### config.mk
export PLATFORM = sky130hd
export DESIGN_NAME = mmio_decoder
export DESIGN_NICKNAME = d
export VERILOG_FILES = /design/src/rtl/mmio_dec_pkg.sv /design/src/rtl/mmio_decode.sv /design/src/rtl/mmio_tick_timer.sv /design/src/rtl/mmio_code_port.sv /design/src/rtl/mmio_decoder.sv
export SDC_FILE = /design/constraint.sdc
export NUM_CORES = 1
export LEC_CHECK = 0
export BUFFER_PORTS_ARGS = -buffer_cell sky130_fd_sc_hd__buf_2
export CORE_ASPECT_RATIO = 1.4
export CORE_MARGIN = 4
export CORE_UTILIZATION = 35
export CTS_BUF_LIST = sky130_fd_sc_hd__clkbuf_8
export DETAILED_ROUTE_END_ITERATION = 16
export PLACE_DENSITY = 0.6
export SLEW_MARGIN = 20
export SYNTH_ARGS = -nofsm -noshare
export SYNTH_HDL_FRONTEND = slang
export SYNTH_HIERARCHICAL = 1
export SYNTH_SLANG_ARGS = --single-unit
### constraint.sdc
create_clock -name clk -period 3.6 [get_ports clk]
set_input_delay 0.36 -clock clk [delete_from_list [all_inputs] [get_ports clk]]
set_output_delay 0.36 -clock clk [all_outputs]
set_load 0.05 [all_outputs]
### src/rtl/mmio_dec_pkg.sv
package mmio_dec_pkg;

    localparam int LOC_W  = 17;
    localparam int RAM_AW = 16;

    localparam logic [LOC_W-1:0] LOC_CONSOLE = 17'h10000;
    localparam logic [LOC_W-1:0] LOC_KEY     = 17'h1FC80;
    localparam logic [LOC_W-1:0] LOC_CW_ADDR = 17'h1FC84;
    localparam logic [LOC_W-1:0] LOC_CW_DATA = 17'h1FC88;
    localparam logic [LOC_W-1:0] LOC_TIMER   = 17'h1FFF4;
    localparam logic [LOC_W-1:0] LOC_DEBUG   = 17'h1FFF8;
    localparam logic [LOC_W-1:0] LOC_EXIT    = 17'h1FFFC;

    localparam logic [31:0] CODE_KEY = 32'h1337F7D1;

    typedef enum logic [3:0] {
        TGT_RAM,
        TGT_CONSOLE,
        TGT_KEY,
        TGT_CW_ADDR,
        TGT_CW_DATA,
        TGT_TIMER,
        TGT_DEBUG,
        TGT_EXIT,
        TGT_NONE
    } target_e;

    typedef struct packed {
        logic             valid;
        logic             we;
        logic [1:0]       size;
        logic [LOC_W-1:0] loc;
        logic [31:0]      data;
    } req_t;

    function automatic target_e classify(input logic [LOC_W-1:0] loc);
        if (!loc[LOC_W-1]) return TGT_RAM;
        case (loc)
            LOC_CONSOLE: return TGT_CONSOLE;
            LOC_KEY:     return TGT_KEY;
            LOC_CW_ADDR: return TGT_CW_ADDR;
            LOC_CW_DATA: return TGT_CW_DATA;
            LOC_TIMER:   return TGT_TIMER;
            LOC_DEBUG:   return TGT_DEBUG;
            LOC_EXIT:    return TGT_EXIT;
            default:     return TGT_NONE;
        endcase
    endfunction

endpackage

### src/rtl/mmio_decode.sv
module mmio_decode
    import mmio_dec_pkg::*;
(
    input  req_t    req,
    output target_e tgt,
    output logic    is_load,
    output logic    is_store
);
    always_comb begin
        tgt      = classify(req.loc);
        is_load  = req.valid && !req.we;
        is_store = req.valid && req.we;
    end
endmodule

### src/rtl/mmio_tick_timer.sv
module mmio_tick_timer #(
    parameter int PRESCALE = 100,
    parameter int TW       = 32
) (
    input  logic          clk,
    input  logic          rst,
    output logic [TW-1:0] count_o
);
    localparam int PW = (PRESCALE > 1) ? $clog2(PRESCALE) : 1;
    localparam logic [PW-1:0] PRE_LAST = PW'(PRESCALE - 1);

    logic [PW-1:0] pre_q;
    logic [TW-1:0] cnt_q;

    always_ff @(posedge clk) begin
        if (rst) begin
            pre_q <= '0;
            cnt_q <= '0;
        end else if (pre_q == PRE_LAST) begin
            pre_q <= '0;
            cnt_q <= cnt_q + 1'b1;
        end else begin
            pre_q <= pre_q + 1'b1;
        end
    end

    assign count_o = cnt_q;


    prescale_bound_chk: assert property (@(posedge clk) disable iff (rst)
        pre_q <= PRE_LAST);


    timer_step_chk: assert property (@(posedge clk) disable iff (rst)
        !$stable(cnt_q) |-> (cnt_q == $past(cnt_q) + 1'b1) && (pre_q == '0));
endmodule

### src/rtl/mmio_code_port.sv
module mmio_code_port #(
    parameter int AW = 32,
    parameter int DW = 32
) (
    input  logic          clk,
    input  logic          rst,
    input  logic          key_wr_i,
    input  logic          addr_wr_i,
    input  logic          data_wr_i,
    input  logic [1:0]    size_i,
    input  logic [DW-1:0] wdata_i,
    input  logic [31:0]   key_value_i,
    output logic          pm_we_o,
    output logic [1:0]    pm_size_o,
    output logic [AW-1:0] pm_addr_o,
    output logic [DW-1:0] pm_wdata_o
);
    localparam logic [AW-1:0] STEP = AW'(4);

    logic          unlock_q;
    logic [AW-1:0] wa_q;
    logic          fire;

    assign fire = data_wr_i && unlock_q;

    always_ff @(posedge clk) begin
        if (rst) begin
            unlock_q   <= 1'b0;
            wa_q       <= '0;
            pm_we_o    <= 1'b0;
            pm_size_o  <= '0;
            pm_addr_o  <= '0;
            pm_wdata_o <= '0;
        end else begin
            pm_we_o <= fire;
            if (key_wr_i)
                unlock_q <= (32'(wdata_i) == key_value_i);
            if (addr_wr_i)
                wa_q <= AW'(wdata_i);
            else if (fire)
                wa_q <= wa_q + STEP;
            if (fire) begin
                pm_addr_o  <= wa_q;
                pm_wdata_o <= wdata_i;
                pm_size_o  <= size_i;
            end
        end
    end


    code_wr_unlocked_chk: assert property (@(posedge clk) disable iff (rst)
        pm_we_o |-> $past(unlock_q));


    addr_step_chk: assert property (@(posedge clk) disable iff (rst)
        (pm_we_o && !$past(addr_wr_i)) |-> (wa_q == pm_addr_o + STEP));


    locked_hold_chk: assert property (@(posedge clk) disable iff (rst)
        (!unlock_q && !addr_wr_i) |=> $stable(wa_q));
endmodule

### src/rtl/mmio_decoder.sv
module mmio_decoder
    import mmio_dec_pkg::*;
#(
    parameter int AW       = 32,
    parameter int DW       = 32,
    parameter int PRESCALE = 100
) (
    input  logic              clk,
    input  logic              rst,
    input  logic              cpu_valid_i,
    input  logic              cpu_we_i,
    input  logic [1:0]        cpu_size_i,
    input  logic [AW-1:0]     cpu_addr_i,
    input  logic [DW-1:0]     cpu_wdata_i,
    output logic [DW-1:0]     cpu_rdata_o,
    output logic              ram_en_o,
    output logic              ram_we_o,
    output logic [1:0]        ram_size_o,
    output logic [RAM_AW-1:0] ram_addr_o,
    output logic [DW-1:0]     ram_wdata_o,
    input  logic [DW-1:0]     ram_rdata_i,
    output logic              pm_we_o,
    output logic [1:0]        pm_size_o,
    output logic [AW-1:0]     pm_addr_o,
    output logic [DW-1:0]     pm_wdata_o,
    output logic              con_tx_valid_o,
    output logic [7:0]        con_tx_byte_o,
    input  logic [7:0]        con_rx_byte_i,
    output logic              con_rx_take_o,
    output logic [DW-1:0]     debug_o,
    output logic              halt_o,
    output logic              illegal_o
);
    req_t    req;
    target_e tgt;
    logic    is_load, is_store;
    logic [DW-1:0] timer_val;
    logic    unused_hi;

    assign unused_hi = ^cpu_addr_i[AW-1:LOC_W];

    always_comb begin
        req.valid = cpu_valid_i;
        req.we    = cpu_we_i;
        req.size  = cpu_size_i;
        req.loc   = cpu_addr_i[LOC_W-1:0];
        req.data  = 32'(cpu_wdata_i);
    end

    mmio_decode u_dec (
        .req      (req),
        .tgt      (tgt),
        .is_load  (is_load),
        .is_store (is_store)
    );

    mmio_tick_timer #(.PRESCALE(PRESCALE), .TW(DW)) u_timer (
        .clk     (clk),
        .rst     (rst),
        .count_o (timer_val)
    );

    mmio_code_port #(.AW(AW), .DW(DW)) u_code (
        .clk         (clk),
        .rst         (rst),
        .key_wr_i    (is_store && tgt == TGT_KEY),
        .addr_wr_i   (is_store && tgt == TGT_CW_ADDR),
        .data_wr_i   (is_store && tgt == TGT_CW_DATA),
        .size_i      (cpu_size_i),
        .wdata_i     (cpu_wdata_i),
        .key_value_i (CODE_KEY),
        .pm_we_o     (pm_we_o),
        .pm_size_o   (pm_size_o),
        .pm_addr_o   (pm_addr_o),
        .pm_wdata_o  (pm_wdata_o)
    );

    // RAM path: combinational pass-through
    always_comb begin
        ram_en_o    = cpu_valid_i && (tgt == TGT_RAM);
        ram_we_o    = ram_en_o && cpu_we_i;
        ram_size_o  = cpu_size_i;
        ram_addr_o  = cpu_addr_i[RAM_AW-1:0];
        ram_wdata_o = cpu_wdata_i;
    end

    // Load data mux
    always_comb begin
        cpu_rdata_o   = '0;
        con_rx_take_o = 1'b0;
        if (is_load) begin
            case (tgt)
                TGT_RAM:     cpu_rdata_o = ram_rdata_i;
                TGT_CONSOLE: begin
                    cpu_rdata_o   = DW'(con_rx_byte_i);
                    con_rx_take_o = 1'b1;
                end
                TGT_TIMER:   cpu_rdata_o = timer_val;
                default:     cpu_rdata_o = '0;
            endcase
        end
    end

    // Registered IO side effects
    always_ff @(posedge clk) begin
        if (rst) begin
            con_tx_valid_o <= 1'b0;
            con_tx_byte_o  <= '0;
            debug_o        <= '0;
            halt_o         <= 1'b0;
            illegal_o      <= 1'b0;
        end else begin
            con_tx_valid_o <= is_store && tgt == TGT_CONSOLE;
            if (is_store && tgt == TGT_CONSOLE)
                con_tx_byte_o <= cpu_wdata_i[7:0];
            if (is_store && tgt == TGT_DEBUG)
                debug_o <= cpu_wdata_i;
            if (is_store && tgt == TGT_EXIT)
                halt_o <= 1'b1;
            illegal_o <= is_load && !(tgt == TGT_RAM || tgt == TGT_CONSOLE
                                      || tgt == TGT_TIMER);
        end
    end


    io_no_ram_chk: assert property (@(posedge clk) disable iff (rst)
        (cpu_valid_i && cpu_addr_i[LOC_W-1]) |-> !ram_en_o);


    halt_hold_chk: assert property (@(posedge clk) disable iff (rst)
        halt_o |=> halt_o);


    illegal_src_chk: assert property (@(posedge clk) disable iff (rst)
        illegal_o |-> $past(cpu_valid_i && !cpu_we_i && cpu_addr_i[LOC_W-1]));


    tx_src_chk: assert property (@(posedge clk) disable iff (rst)
        con_tx_valid_o |-> $past(cpu_valid_i && cpu_we_i));
endmodule

After elaboration in Yosys (flattened, before gate mapping)
Cells that the tools add are included.
{ "classes": {"n_addsub": 3, "n_mul": 0, "n_div": 0, "n_lt_le_gt_ge": 0, "eq_ne": 16, "n_shift": 0, "n_mux": 8, "bitwise_logic": 0, "reduce_logical": 19} }
{ "op_table": {"columns": ["cell", "n"], "rows": [
  ["$eq 17x17->1 const B", 7],
  ["$mux 32", 3],
  ["$pmux 32 s3", 1],
  ["$add 32x1->32 const B", 1],
  ["$add 32x3->32 const B", 1],
  ["$eq 32x29->1 const B", 1],
  ["$pmux 4 s7", 1],
  ["$eq 4x3->1 const B", 4],
  ["$logic_and 1x1->1", 12],
  ["$eq 4x2->1 const B", 2],
  ["$add 7x1->7 const B", 1],
  ["$eq 7x7->1 const B", 1],
  ["$eq 4x1->1 const B", 1],
  ["$logic_not 4->1", 1],
  ["$mux 4", 1],
  ["$logic_not 1->1", 2],
  ["$logic_or 1x1->1", 2],
  ["$mux 1", 2],
  ["$reduce_bool 2->1", 1],
  ["$reduce_or 2->1", 1]
]} }
{ "word_totals": {"ff_bits": 182, "latch_bits": 0, "ram_bits": 0, "mem_bits_ro": 0, "inputBits": 110, "output_inout_bits": 195, "mem_count": 0} }

Logic depth before layout (Yosys ltp)
Gate-level depths: netlist of the first run.
{ "depth": {"ltp_word": 8, "depth_mapped": 15} }

Modules after synthesis
Netlist of the first run, hierarchy kept.
{ "by_module_without_submodules": {"columns": ["mod", "n_inst", "cells_per_inst", "area_per_inst_um2", "seq_area_each_um2"], "rows": [
  ["mmio_code_port", 1, 554, 4479.3, 2001.9],
  ["mmio_decoder", 1, 325, 2886.5, 860.8],
  ["mmio_tick_timer", 1, 225, 1884.3, 780.7],
  ["mmio_decode", 1, 26, 180.2, 0.0]
]} }

Worst setup path after synthesis of the first run
OpenSTA, ideal clock, no wires.
{ "synth_path": {"path_type": "input-to-output", "from": "in cpu_addr_i[5]", "to": "out cpu_rdata_o[22]", "t_arrival_ns": 2.633, "t_required_ns": 3.240, "path_slack_ns": 0.607, "cell_stages": 10, "n_path_buf": 3, "cell_sequence": "nor4b_2 -> nand3b_1 -> a211oi_2 -> nor3_1 -> buf_6 -> and4bb_2 -> buf_6 -> buf_2 -> a22oi_1 -> nor2_1"} }
{ "synth_via": {"elab_chain_cells": 6} }
{ "synth_lines": {"columns": ["item", "line", "rtl"], "rows": [
  ["from (decl)", "mmio_decoder.sv:13", "input logic [AW-1:0] cpu_addr_i,"],
  ["$eq 17x17->1", "mmio_dec_pkg.sv:38", "case (loc)"],
  ["$pmux 4 s7 (*)", "mmio_dec_pkg.sv:38", null],
  ["$mux 4 (*)", "mmio_dec_pkg.sv:38", null],
  ["named net tgt[2]", "mmio_decoder.sv:35", "target_e tgt;"],
  ["$eq 4x3->1, or another cell as far along", "mmio_decoder.sv:92", "case (tgt)"],
  ["$pmux 32 s3 (*)", "mmio_decoder.sv:92", null],
  ["$mux 32 (*)", "mmio_decoder.sv:91", "if (is_load) begin"],
  ["to (decl)", "mmio_decoder.sv:15", "output logic [DW-1:0] cpu_rdata_o,"]
]} }
Mark *: on every way through the listed nets, which the timed path passes. The rest lies on a longest branch.

Worst setup path after layout of the first run
{ "layout_path": {"from": "in cpu_addr_i[5]", "to": "out cpu_rdata_o[29]"} }
The elaborated chain is that of the path after synthesis.

==> metrics.csv, run 1 <==
stage,metric,value,unit
floorplan,Die Wd,147,µm
worst_setup_path,"CP delay by family, top",simple AND/OR/NAND/NOR gates,
floorplan,core area,0.0264,mm²
placed_design,Placer Congestion,0.843,
placed_design,placed cell count,1710,
placed_design,dpl cell area,0.0110,mm²
job,maxcap violations,0,
power_and_ir_drop,Design Power,3.93,mW
timing,maximum clock rate,0.307,GHz
worst_setup_path,data required time of the worst path,3240,ps
finish,fill count,2676,
synthesis,Post-synth top flop,dfxtp_1,
finish,Nets,1482,
worst_setup_path,Setup crit start kind,input pin,
grt,met2 GRT Util,0.343,
timing,Final setup viols,0,
timing,worst clock skew,16.9,ps
worst_setup_path,Critical Path End Type,output port,
floorplan,DIE HEIGHT,202,µm
cts,Clock Latency Late Sink,480,ps
synthesis,ys async rst share,0,
timing,"Slew Viols, Final",0,
synthesis,"EDFF count, synth",0,
detailed_routing,Vias/cell,4.93,
floorplan,Core Rows,70,
cts,clk buf depth,2,
worst_setup_path,WP buf/inv,3,
synthesis,Synth cell types,57,
placed_design,post-DP HPWL,21800,µm
finish,Layout area overhead,20.5,%
finish,share of cells above drive strength 1,0.276,
min_path,Hold Path Class,input pin to flop,
cts,CTS Sinks,182,
finish,Non-Filler Instances,1743,
run_status,status,"complete, no violations",
cts,"Clk pin slew, worst setup/hold paths",100,ps
finish,Final Util,0.431,
worst_setup_path,CP peak stage delay,390,ps
timing,Fin. Hold Viols,0,
worst_setup_path,"most used cell, CP",buf_2,
cts,Post-CTS Setup Bufs,0,
detailed_routing,drt pass-1 iters,5,
placed_design,buffers added on ports,289,
detailed_routing,Post-DRT Antenna Nets,0,
worst_setup_path,CP arrival,2890,ps
floorplan,Die Area,0.0297,mm²
synthesis,#FFs+latches synth,182,
grt,vias in the first global route,8056,
floorplan,Initial Util,0.358,
synthesis,Synthesis Warnings,6,
detailed_routing,drt total wl,29000,µm
grt,Global Route met1 Usage,0.224,
cts,post-cts sizing count,0,
power_and_ir_drop,Worst VDD drop,0.314,mV
timing,Period minus WS final,3250,ps
finish,"Design Area, Final",0.0114,mm²
grt,GRT Overall Usage,0.188,
synthesis,Synth Cell Area,0.00943,mm²
timing,RSZ-0062 raised after global routing,no,
grt,first-pass GRT wire length,44900,µm
synthesis,Gate Count Post-Synth,1130,
grt,initial antenna violation count,2,
grt,gr ovfl total,0,
detailed_routing,DR WL/cell,16.6,µm
cts,CTS Buf Count,17,
grt,largest net degree at the start of global routing,75,
cts,Post-CTS Hold Buffers,0,
cts,clk root buf,clkbuf_8,
timing,Tightest Pin Transition,664,ps
worst_setup_path,critical-path maximum fanout,27,
cts,H-tree lvl count,4,
power_and_ir_drop,leakage,4.55,nW
grt,grt peak-use layer,met2,
detailed_routing,DR iter-0 viols,349,
floorplan,I/O pin cnt,305,
worst_setup_path,type of the worst setup path,input pin to output port,
cts,clock tree from TritonCTS,done,
detailed_routing,routed vias,8589,
worst_setup_path,worst path cell trace,buf_2 > nor4b_2 > nand3_1 > nor3_1 > a31o_2 > and4bb_2 > buf_4 > a22oi_1 > nor2_1 > buf_2,
power_and_ir_drop,Pwr Density,346,mW/mm²
worst_setup_path,"Slowest-stage cell, CP",a31o_2,
grt,GR Util met3,0.0388,
timing,Final Cycle Share,0.903,
worst_setup_path,r2r setup slk,900,ps
synthesis,"Seq/Total Area, Yosys",0.386,
timing,Slew headroom,0.553,
detailed_routing,drt drc,0,
timing,setup TNS,0,ps
synthesis,Syn Area/Cell,8.35,µm²
[cell usage after synthesis (11+ instances only)]
cell | n | share of area
mux2i_1 | 47 | 0.050
xnor2_1 | 60 | 0.056
buf_1 | 11 | 0.0044
or4_1 | 20 | 0.016
nor2_1 | 90 | 0.036
a22oi_1 | 24 | 0.019
clkbuf_1 | 44 | 0.018
nand2b_1 | 75 | 0.050
nand4_1 | 26 | 0.017
xor2_1 | 12 | 0.011
a211oi_1 | 13 | 0.010
o31ai_1 | 18 | 0.014
nor3_1 | 14 | 0.0074
dfxtp_1 | 182 | 0.39
nand2_1 | 179 | 0.071
nand3_1 | 22 | 0.012
buf_4 | 55 | 0.044
and4_1 | 12 | 0.011
a21oi_1 | 100 | 0.053
[sequential cells by signal, indices dropped and copies added (netlist names), 2 cells and up]
register,count
debug_o,32
u_code/pm_addr_o,32
u_code/pm_wdata_o,32
u_code/wa_q,32
u_timer/count_o,32
con_tx_byte_o,8
u_timer/pre_q,7
u_code/pm_size_o,2
[power by group]
part           switching [mW]  total, mW  internal, mW
combinational           0.303      0.433         0.129
clock                   0.823       1.48         0.658
sequential            0.00305       2.02          2.01
total                    1.13       3.93          2.80
[final cells by class]
cell class,instances,area (µm²),share of cell area
tap,360,450,0.0396
sequential,182,3640,0.321
timing repair buffer,315,1700,0.150
antenna,1,2.50,0.000220
clock inverter,14,165,0.0145
inverter,8,30.0,0.00264
clock buffer,18,248,0.0218
multi-input combinational,845,5130,0.451
[per-stage QoR]
step | hold slack, ps | setup WS, ps
finish | 119 | 348
global route | 114 | 88.9
CTS | 69.9 | 272
detailed placement | 444 | 163
global placement | 439 | 265
floorplan | 430 | 607
[cell families after synthesis]
logic type                 share of synthesized area
AOI/OAI and AO/OA                              0.118
xor gates and xnor gates                      0.0669
adders and majority gates                    0.00398
buffers and inverters                         0.0835
DFF                                            0.386
muxes                                         0.0559
other                                       0.000796
and+or+nand+nor                                0.284
[per-layer routing]
| layer | up-vias | wire (µm) |
|---|---|---|
| li1 | 4296 | - |
| met1 | 3997 | 12100 |
| met2 | 274 | 15000 |
| met3 | 22 | 1580 |
| met4 | 0 | 327 |
| met5 | - | 0 |
[worst register-to-register path, stage by stage, from the launching register on]
cell,delay [ps]
dfxtp_1,360
or4b_1,710
or4_1,860
or4_1,580
a21oi_1,150
[layout by cell type (no fill, tap or decap), types with 9 or more instances in the layout]
cell	synthesis	routed
buf_2	5	287
dfxtp_1	182	182
nand2_1	179	178
a21oi_1	100	100
nor2_1	90	90
nand2b_1	75	75
xnor2_1	60	60
mux2i_1	47	47
conb_1	2	32
nand4_1	26	26
a22oi_1	24	24
buf_4	55	23
nand3_1	22	22
or4_1	20	20
clkbuf_8	0	18
o31ai_1	18	18
nor3_1	14	14
a211oi_1	13	13
and4_1	12	12
xor2_1	12	12
and3_1	10	10
and2_1	10	9
nor4_1	9	9
[path summary, 6_finish.rpt]
check | endpoint | cells past startpoint | start
max | cpu_rdata_o[29] | 10 | cpu_addr_i[5]
min | u_code/pm_size_o[1] | 3 | cpu_size_i[1]
max reg2reg | u_timer/count_o[27] | 4 | u_timer/pre_q[3]
min reg2reg | u_code/pm_addr_o[7] | 2 | u_code/pm_addr_o[7]
No activity file was read; power rests on OpenSTA's default activity.
==> inputs of run 2 (changes only) <==
--- a/config.mk
+++ b/config.mk
@@ -11,7 +11,7 @@
 export CORE_UTILIZATION = 35
 export CTS_BUF_LIST = sky130_fd_sc_hd__clkbuf_8
 export DETAILED_ROUTE_END_ITERATION = 16
-export PLACE_DENSITY = 0.6
+export PLACE_DENSITY = 0.62
 export SLEW_MARGIN = 20
 export SYNTH_ARGS = -nofsm -noshare
 export SYNTH_HDL_FRONTEND = slang
==> constraint.sdc (replaced) <==
create_clock -name clk -period 2.9 [get_ports clk]
set_input_delay 0.29 -clock clk [delete_from_list [all_inputs] [get_ports clk]]
set_output_delay 0.29 -clock clk [all_outputs]
set_load 0.05 [all_outputs]
==> run 2 against run 1 <==
Compared with the run above:
- clock skew decreased by 0.57 ps
- global-route usage up 0.084 points
- cell count up 1.1%
- first-iteration DRC count rose by 5.2%
- hold slack got worse by 51 ps
- largest cell class unchanged
==> metrics.csv, run 2 (synthesized netlist as in run 1, its figures left out) <==
stage,metric,value,unit,change
detailed_routing,Vias/cell,5.00,,was 4.93
timing,Tightest Pin Transition,610,ps,was 664 ps
worst_setup_path,"Slowest-stage cell, CP",or4b_4,,was a31o_2
finish,Final Util,0.444,,was 0.431
power_and_ir_drop,Design Power,4.83,mW,was 3.93 mW
worst_setup_path,Critical Path End Type,output port,,unchanged
worst_setup_path,CP peak stage delay,500,ps,was 390 ps
worst_setup_path,worst path cell trace,buf_4 > buf_4 > and4_1 > nand3_2 > or4b_4 > a21oi_2 > buf_4 > buf_6 > nor4b_4 > buf_4 > a222oi_1 > nor2_1 > buf_6,,was buf_2 > nor4b_2 > nand3_1 > nor3_1 > a31o_2 > and4bb_2 > buf_4 > a22oi_1 > nor2_1 > buf_2
power_and_ir_drop,Worst VDD drop,0.280,mV,was 0.314 mV
placed_design,buffers added on ports,289,,unchanged
power_and_ir_drop,leakage,4.72,nW,was 4.55 nW
grt,grt peak-use layer,met2,,unchanged
grt,initial antenna violation count,0,,was 2
worst_setup_path,WP depth,13,,was 10
grt,vias in the first global route,8269,,was 8056
worst_setup_path,"CP delay by family, top",simple AND/OR/NAND/NOR gates,,unchanged
placed_design,post-DP HPWL,21900,µm,was 21800 µm
grt,gr ovfl total,0,,unchanged
grt,Global Route met1 Usage,0.226,,was 0.224
timing,setup TNS,0,ps,unchanged
finish,share of cells above drive strength 1,0.292,,was 0.276
timing,Period minus WS final,2850,ps,
cts,clock tree from TritonCTS,done,,unchanged
cts,Clock Latency Late Sink,470,ps,was 480 ps
floorplan,core area,0.0264,mm²,unchanged
timing,RSZ-0062 raised after global routing,yes,,was no
detailed_routing,drt pass-1 iters,5,,unchanged
cts,"Clk pin slew, worst setup/hold paths",90,ps,was 100 ps
job,maxcap violations,0,,unchanged
grt,GRT Overall Usage,0.189,,was 0.188
grt,met2 GRT Util,0.340,,was 0.343
cts,CTS Buf Count,17,,unchanged
worst_setup_path,WP buf/inv,6,,was 3
timing,Fin. Hold Viols,0,,unchanged
cts,CTS Sinks,182,,unchanged
detailed_routing,DR WL/cell,16.7,µm,was 16.6 µm
grt,largest net degree at the start of global routing,80,,was 75
floorplan,Die Wd,147,µm,unchanged
detailed_routing,routed vias,8811,,was 8589
worst_setup_path,data required time of the worst path,2610,ps,was 3240 ps
timing,worst clock skew,16.3,ps,was 16.9 ps
detailed_routing,Post-DRT Antenna Nets,0,,unchanged
grt,first-pass GRT wire length,45100,µm,was 44900 µm
timing,maximum clock rate,0.351,GHz,
min_path,Hold Path Class,input pin to flop,,unchanged
cts,clk buf depth,2,,unchanged
worst_setup_path,Setup crit start kind,input pin,,unchanged
timing,"Slew Viols, Final",0,,unchanged
worst_setup_path,CP arrival,2560,ps,was 2890 ps
worst_setup_path,type of the worst setup path,input pin to output port,,unchanged
grt,GR Util met3,0.0352,,was 0.0388
worst_setup_path,"most used cell, CP",buf_4,,was buf_2
worst_setup_path,worst reg2reg path depth,5,,was 4
floorplan,Core Rows,70,,unchanged
floorplan,I/O pin cnt,305,,unchanged
finish,Layout area overhead,24.2,%,was 20.5%
power_and_ir_drop,Pwr Density,412,mW/mm²,was 346 mW/mm²
timing,Worst Slack Setup Final,54.8,ps,was 348 ps
worst_setup_path,critical-path maximum fanout,4,,was 27
timing,Hold WS,68.5,ps,was 119 ps
min_path,Worst Hold Depth,3,,unchanged
placed_design,pre-CTS WS,-342,ps,was 163 ps
timing,Slew headroom,0.593,,was 0.553
finish,"commonest non-fill, non-tap cells in the layout","buf_2, dfxtp_1, nand2_1",,unchanged
detailed_routing,DR iter-0 viols,367,,was 349
finish,ANT cells,0,,was 1
cts,clk root buf,clkbuf_8,,unchanged
detailed_routing,drt drc,0,,unchanged
placed_design,Placer Congestion,0.829,,was 0.843
floorplan,Initial Util,0.358,,unchanged
finish,Nets,1505,,was 1482
timing,Final Cycle Share,0.981,,
run_status,status,"complete, no violations",,unchanged
timing,Final setup viols,0,,unchanged
cts,H-tree lvl count,4,,unchanged
floorplan,Die Area,0.0297,mm²,unchanged
finish,"most common cell after layout, fill and taps aside",buf_2,,unchanged
floorplan,DIE HEIGHT,202,µm,unchanged
detailed_routing,drt total wl,29400,µm,was 29000 µm
## run 2: metrics by stage
step	area (µm²)	std cells
floorplan	9540	1160
global placement	11200	1726
detailed placement	11200	1726
CTS	11600	1759
global route	11700	1763
finish	11700	1763
## run 2: report_power, final
group	switching [mW]	internal, mW	total [mW]
registers	0.00364	2.50	2.50
clock network	0.922	0.842	1.76
logic	0.385	0.173	0.559
## run 2: final timing paths
check                                          from             endpoint  slack, ps
worst max-delay path                  cpu_addr_i[6]       cpu_rdata_o[5]         50
worst min register to register  u_code/pm_size_o[0]  u_code/pm_size_o[0]        460
worst min-delay path                  cpu_size_i[0]  u_code/pm_size_o[0]         70
worst max register to register     u_timer/pre_q[3]  u_timer/count_o[31]        380
## run 2: area by class of cell
class / instances / area (µm²)
tap: 360 / 450
sequential: 182 / 3640
fill: 2649 / 14700
inverter: 8 / 30.0
timing repair buffer: 338 / 2020
clock buffer: 17 / 234
multi-input combinational: 845 / 5180
clock inverter: 13 / 159
## run 2: repair_timing
| item | in CTS | in global routing |
|---|---|---|
| hold buffers | 0 | 0 |
| cloned | 0 | 0 |
| gates resized for setup | 2 | 28 |
| pin swaps | 1 | 7 |
| setup endpoints to repair | 3 | 46 |
| buffers inserted | 3 | 4 |
## run 2: metal layers
layer | vias to the layer above | part of all wire
met5 | - | 0
li1 | 4343 | -
met4 | 0 | 0.019
met1 | 4146 | 0.41
met3 | 31 | 0.056
met2 | 291 | 0.51
## run 2: worst register-to-register path, delay by kind of cell (launching register included)
kind | cells | cell delay, ps
simple gates | 3 | 1740
flops | 1 | 360
buf+inv | 1 | 210
compound gates | 1 | 150
